--- config.mk ---
export PLATFORM = sky130hd
export DESIGN_NAME = fxp_requant
export DESIGN_NICKNAME = d
export VERILOG_FILES = /design/src/rtl/fxp_pkg.sv /design/src/rtl/fxp_align.sv /design/src/rtl/fxp_incr.sv /design/src/rtl/fxp_sat.sv /design/src/rtl/fxp_requant.sv
export SDC_FILE = /design/constraint.sdc
export NUM_CORES = 1
export LEC_CHECK = 0
export ABC_AREA = 1
export CAP_MARGIN = 5
export CORE_AREA = 2 2 39 41
export CTS_BUF_LIST = sky130_fd_sc_hd__clkbuf_8 sky130_fd_sc_hd__clkbuf_16
export DETAILED_ROUTE_END_ITERATION = 8
export DIE_AREA = 0 0 41 43
export HOLD_SLACK_MARGIN = 0.15
export PLACE_DENSITY = 0.69
export SYNTH_ARGS = -nofsm -noshare
export SYNTH_HDL_FRONTEND = slang
export SYNTH_SLANG_ARGS = --single-unit
--- constraint.sdc ---
create_clock -name clk -period 2.5 [get_ports clk]
set_input_delay 0.375 -clock clk [delete_from_list [all_inputs] [get_ports clk]]
set_output_delay 0.375 -clock clk [all_outputs]
set_load 0.02 [all_outputs]
--- src/rtl/fxp_pkg.sv ---
package fxp_pkg;

    typedef enum logic [1:0] {
        RND_FLOOR     = 2'b00,
        RND_CEIL      = 2'b01,
        RND_HALF_UP   = 2'b10,
        RND_HALF_EVEN = 2'b11
    } rnd_mode_e;

    // Summary of the bits that fall below the new LSB
    typedef struct packed {
        logic half;    // highest dropped bit
        logic sticky;  // OR of the dropped bits under it
        logic lsb;     // lowest kept bit
    } rnd_bits_t;

    function automatic int fxp_max(input int a, input int b);
        return (a > b) ? a : b;
    endfunction

    function automatic logic needs_inc(input rnd_mode_e mode, input rnd_bits_t rb);
        logic inc;
        case (mode)
            RND_FLOOR:     inc = 1'b0;
            RND_CEIL:      inc = rb.half | rb.sticky;
            RND_HALF_UP:   inc = rb.half;
            RND_HALF_EVEN: inc = rb.half & (rb.sticky | rb.lsb);
            default:       inc = 1'b0;
        endcase
        return inc;
    endfunction

endpackage

--- src/rtl/fxp_align.sv ---
module fxp_align
    import fxp_pkg::*;
#(
    parameter int IN_INT   = 4,
    parameter int IN_FRAC  = 4,
    parameter int OUT_FRAC = 2,
    localparam int IN_W    = IN_INT + IN_FRAC,
    localparam int KW      = IN_INT + OUT_FRAC
) (
    input  logic [IN_W-1:0] din,
    output logic [KW-1:0]   kept,
    output rnd_bits_t       rb
);

    generate
        if (IN_FRAC > OUT_FRAC) begin : g_narrow
            localparam int DROP = IN_FRAC - OUT_FRAC;
            assign kept      = din[IN_W-1:DROP];
            assign rb.half   = din[DROP-1];
            assign rb.lsb    = din[DROP];
            if (DROP > 1) begin : g_sticky
                assign rb.sticky = |din[DROP-2:0];
            end else begin : g_nosticky
                assign rb.sticky = 1'b0;
            end
        end else begin : g_widen
            localparam int PAD = OUT_FRAC - IN_FRAC;
            if (PAD > 0) begin : g_pad
                assign kept = {din, {PAD{1'b0}}};
            end else begin : g_same
                assign kept = din;
            end
            assign rb = '0;
        end
    endgenerate

endmodule

--- src/rtl/fxp_incr.sv ---
module fxp_incr
    import fxp_pkg::*;
#(
    parameter int KW     = 6,
    parameter int SW     = 7,
    parameter bit SIGNED = 1'b1
) (
    input  logic [KW-1:0] kept,
    input  rnd_mode_e     mode,
    input  rnd_bits_t     rb,
    output logic [SW-1:0] sum
);

    logic [SW-1:0] ext;
    logic          inc;

    generate
        if (SIGNED) begin : g_sext
            assign ext = {{(SW-KW){kept[KW-1]}}, kept};
        end else begin : g_zext
            assign ext = {{(SW-KW){1'b0}}, kept};
        end
    endgenerate

    assign inc = needs_inc(mode, rb);
    assign sum = ext + {{(SW-1){1'b0}}, inc};

endmodule

--- src/rtl/fxp_sat.sv ---
module fxp_sat #(
    parameter int SW     = 7,
    parameter int OUT_W  = 5,
    parameter bit SIGNED = 1'b1
) (
    input  logic [SW-1:0]    sum,
    output logic [OUT_W-1:0] dout,
    output logic             ovf
);

    localparam logic [OUT_W-1:0] HI = {OUT_W{1'b1}} >> (SIGNED ? 1 : 0);
    localparam logic [OUT_W-1:0] LO = ~HI & {OUT_W{SIGNED}};

    logic fits;

    generate
        if (SIGNED) begin : g_s
            assign fits = (&sum[SW-1:OUT_W-1]) | ~(|sum[SW-1:OUT_W-1]);
            assign dout = fits ? sum[OUT_W-1:0] : (sum[SW-1] ? LO : HI);
        end else begin : g_u
            assign fits = ~(|sum[SW-1:OUT_W]);
            assign dout = fits ? sum[OUT_W-1:0] : HI;
        end
    endgenerate

    assign ovf = ~fits;

endmodule

--- src/rtl/fxp_requant.sv ---
module fxp_requant
    import fxp_pkg::*;
#(
    parameter int IN_INT   = 4,
    parameter int IN_FRAC  = 4,
    parameter int OUT_INT  = 3,
    parameter int OUT_FRAC = 2,
    parameter bit SIGNED   = 1'b1,
    localparam int IN_W    = IN_INT + IN_FRAC,
    localparam int OUT_W   = OUT_INT + OUT_FRAC
) (
    input  logic             clk,
    input  logic             rst,
    input  logic             in_valid,
    input  logic [IN_W-1:0]  in_data,
    input  logic [1:0]       in_mode,
    output logic             out_valid,
    output logic [OUT_W-1:0] out_data,
    output logic             out_ovf
);

    localparam int KW = IN_INT + OUT_FRAC;
    localparam int SW = fxp_max(IN_INT, OUT_INT) + OUT_FRAC + 1;

    logic [KW-1:0]    kept;
    rnd_bits_t        rb;
    logic [SW-1:0]    sum;
    logic [OUT_W-1:0] clamped;
    logic             ovf_c;

    fxp_align #(
        .IN_INT  (IN_INT),
        .IN_FRAC (IN_FRAC),
        .OUT_FRAC(OUT_FRAC)
    ) u_align (
        .din (in_data),
        .kept(kept),
        .rb  (rb)
    );

    fxp_incr #(
        .KW    (KW),
        .SW    (SW),
        .SIGNED(SIGNED)
    ) u_incr (
        .kept(kept),
        .mode(rnd_mode_e'(in_mode)),
        .rb  (rb),
        .sum (sum)
    );

    fxp_sat #(
        .SW    (SW),
        .OUT_W (OUT_W),
        .SIGNED(SIGNED)
    ) u_sat (
        .sum (sum),
        .dout(clamped),
        .ovf (ovf_c)
    );

    always_ff @(posedge clk) begin
        if (rst) begin
            out_valid <= 1'b0;
            out_ovf   <= 1'b0;
            out_data  <= '0;
        end else begin
            out_valid <= in_valid;
            out_ovf   <= in_valid & ovf_c;
            if (in_valid) begin
                out_data <= clamped;
            end
        end
    end

endmodule

==> summary.txt <==
Global routing
  • Overflow after GRT: 0
  • Met3 usage: 7.85%
  • First-pass GRT wire length: 1640 um
  • Total GRT Usage: 13.8%
  • M2 GR Usage: 19.7%
  • Vias in the first global route: 454
  • Most used routing layer: met2
  • Largest net degree at the start of global routing: 10
  • Initial antenna violation count: 0
  • Met1 global-route usage: 16.1%

STA
  • Worst Max-Slew Pin Slew: 298 ps
  • Final Hold Vio Count: 0
  • Tmin final: 2220 ps
  • Final slew viol count: 0
  • Final period utilization: 88.7%
  • Max_slew headroom: 79.9%
  • FMAX: 451 MHz
  • Final setup vio count: 0
  • Setup TNS: 0 ps
  • Clock skew: 0 ps
  • RSZ-0062 raised after global routing: false

Detailed routing
  • 1st-iter DRT viols: 1
  • Initial DRT Pass Iterations: 3
  • # DRC: 0
  • Vias per inst: 4.57
  • Routed Antenna Nets: 0
  • WL per Instance: 8.34 um
  • Post-Route WL: 909 um
  • Routed vias: 498

Finish
  • Share of layout cells above drive strength 1: 12.9%
  • Total Nets Final: 109
  • Post-Layout Cell Count: 109
  • Synth-to-Final Area Change: 53.1%
  • Final core occ: 52.2%
  • ANT cells: 0

Floorplanning
  • Row cnt: 14
  • Core area: 0.00138 mm2
  • Die ar.: 0.00176 mm2
  • Ports: 20
  • Initial core utilization: 34.1%
  • Die width: 41 um
  • Die extent in y: 43 um

Synthesis
  • Area leader, netlist: dfxtp_1
  • Most common cell in the synthesized netlist: nor2_1
  • Yosys top cell area share: 29.7%
  • Top FF cell, synth: dfxtp_1
  • Post-synthesis sequential area ratio: 29.7%
  • Synth Area per Inst: 6.64 um2
  • Post-synth EDFFs: 0
  • Post-synth ARST share: 0%
  • Synth Cell Area: 472 um2
  • Number of synthesized register bits: 7
  • Syn Inst Count: 71
  • Post-synth top cells: nor2_1, inv_1, nand2_1
  • Synth warn: 0
  • Top cells by area, synth: dfxtp_1, nor2_1, inv_1
  • Cell variety after synth: 17
  • Net Count, Synth: 86

Clocking
  • CTS H-Tree Depth: 1
  • Post_cts resized: 0
  • Clock transition at path regs: 40 ps
  • Post-CTS Setup Bufs: 0
  • Inserted Clock Buffers: 3
  • CTS root buffer: clkbuf_8
  • Hold buffer count at CTS: 0
  • TritonCTS clock tree: built
  • Clk Latency, worst-skew pair: 220 ps
  • CTS Sinks: 7
  • Clock Tree Buf Depth: 2

Run
  • Max-cap viol count: 0

Power
  • Pwr Density: 510 mW/mm2
  • Worst VDD drop: 334 uV
  • Leak: 0.338 nW
  • Design Power: 0.368 mW

Setup path
  • Critical path startpoint category: primary input
  • WP buf/inv: 2
  • Critical Path AT: 2330 ps
  • Most used cell, CP: nand2_1
  • Cells along the critical path: clkdlybuf4s50_1 > inv_1 > o311ai_0 > o31ai_1 > ha_1 > ha_1 > nand3_1 > nand2_2 > nand2_1 > nand2_1 > nand2_1 > nand2_2 > nor2_1 > nor2_1
  • CP delay by family, top: simple AND/OR/NAND/NOR gates
  • Slowest stage delay, CP: 450 ps
  • Crit-path max FO: 4
  • Crit-path slowest cell: clkdlybuf4s50_1
  • WS Path Type: in2reg
  • Capturing element type of the critical path: register
  • CP required: 2610 ps

Run status
  • Run status: complete, no violations

Placed design
  • Hpwl dp: 771 um
  • IO Port Bufs: 19
  • Placed Cells: 105
  • Final RePlAce weighted congestion: 0.729

Min path
  • Worst Hold Class: reg2reg
==> area by class of cell <==
type	count	area (um2)
Clock buffer	3	41.3
Tap cell	16	20.0
Inverter	12	45.0
Fill cell	158	662
Multi-Input combinational cell	51	282
Timing Repair Buffer	19	190
Clock inverter	1	3.75
Sequential cell	7	140
==> through the flow <==
stage	setup WS [ps]	instance area [um2]	hold slack [ps]
2_1_floorplan	650	472	447
3_3_place_gp	69.5	677	501
3_5_place_dp	13.8	677	502
4_1_cts	250	722	520
5_1_grt	99.8	722	547
6_report	282	722	514
==> metal layers <==
| layer | vias up | wire length [um] |
|---|---|---|
| li1 | 270 | - |
| met1 | 216 | 407 |
| met2 | 12 | 451 |
| met3 | 0 | 49 |
| met4 | 0 | 0 |
| met5 | - | 0 |
==> report_power, final <==
group	internal [mW]	switching (mW)
logic	0.0469	0.0452
clock network	0.106	0.0464
registers	0.120	0.00316
==> flip-flops by register name (all words and copies together), names as in the netlist <==
signal     flops
out_data       5
out_ovf        1
out_valid      1
==> cell families after synthesis <==
logic type | count (synthesis) | share of synthesized area (%)
AO/OA/AOI/OAI | 9 | 11.4
buffers and inverters | 13 | 10.6
adder cells (fa/ha/maj) | 2 | 5.30
AND/OR/NAND/NOR | 39 | 41.1
flip-flops | 7 | 29.7
XOR/XNOR | 1 | 1.86
==> cell usage in the layout, fill, tap and decap left out, drive strengths merged, types with 2 or more instances in the layout <==
cell	count
clkbuf	3
inv	13
ha	2
clkdlybuf4s50	19
o21ai	5
dfxtp	7
nand2	16
nand3	6
nor2	17
==> worst reg2reg max path, stage by stage (launching register included) <==
cell     delay [ps]
dfxtp_1         300
o21ai_0         150
a21oi_1          60
==> final timing paths <==
path / start / end / slack, ps / depth (start not counted)
setup reg to reg: out_data[4]$_SDFFE_PP0P_ / out_data[4]$_SDFFE_PP0P_ / 1870 / 2
setup / recovery: in_mode[0] / out_data[1]$_SDFFE_PP0P_ / 280 / 14
hold reg to reg: out_data[0]$_SDFFE_PP0P_ / out_data[0]$_SDFFE_PP0P_ / 510 / 2
hold / removal: out_data[0]$_SDFFE_PP0P_ / out_data[0]$_SDFFE_PP0P_ / 510 / 2
(Power assumes the default switching activity.)
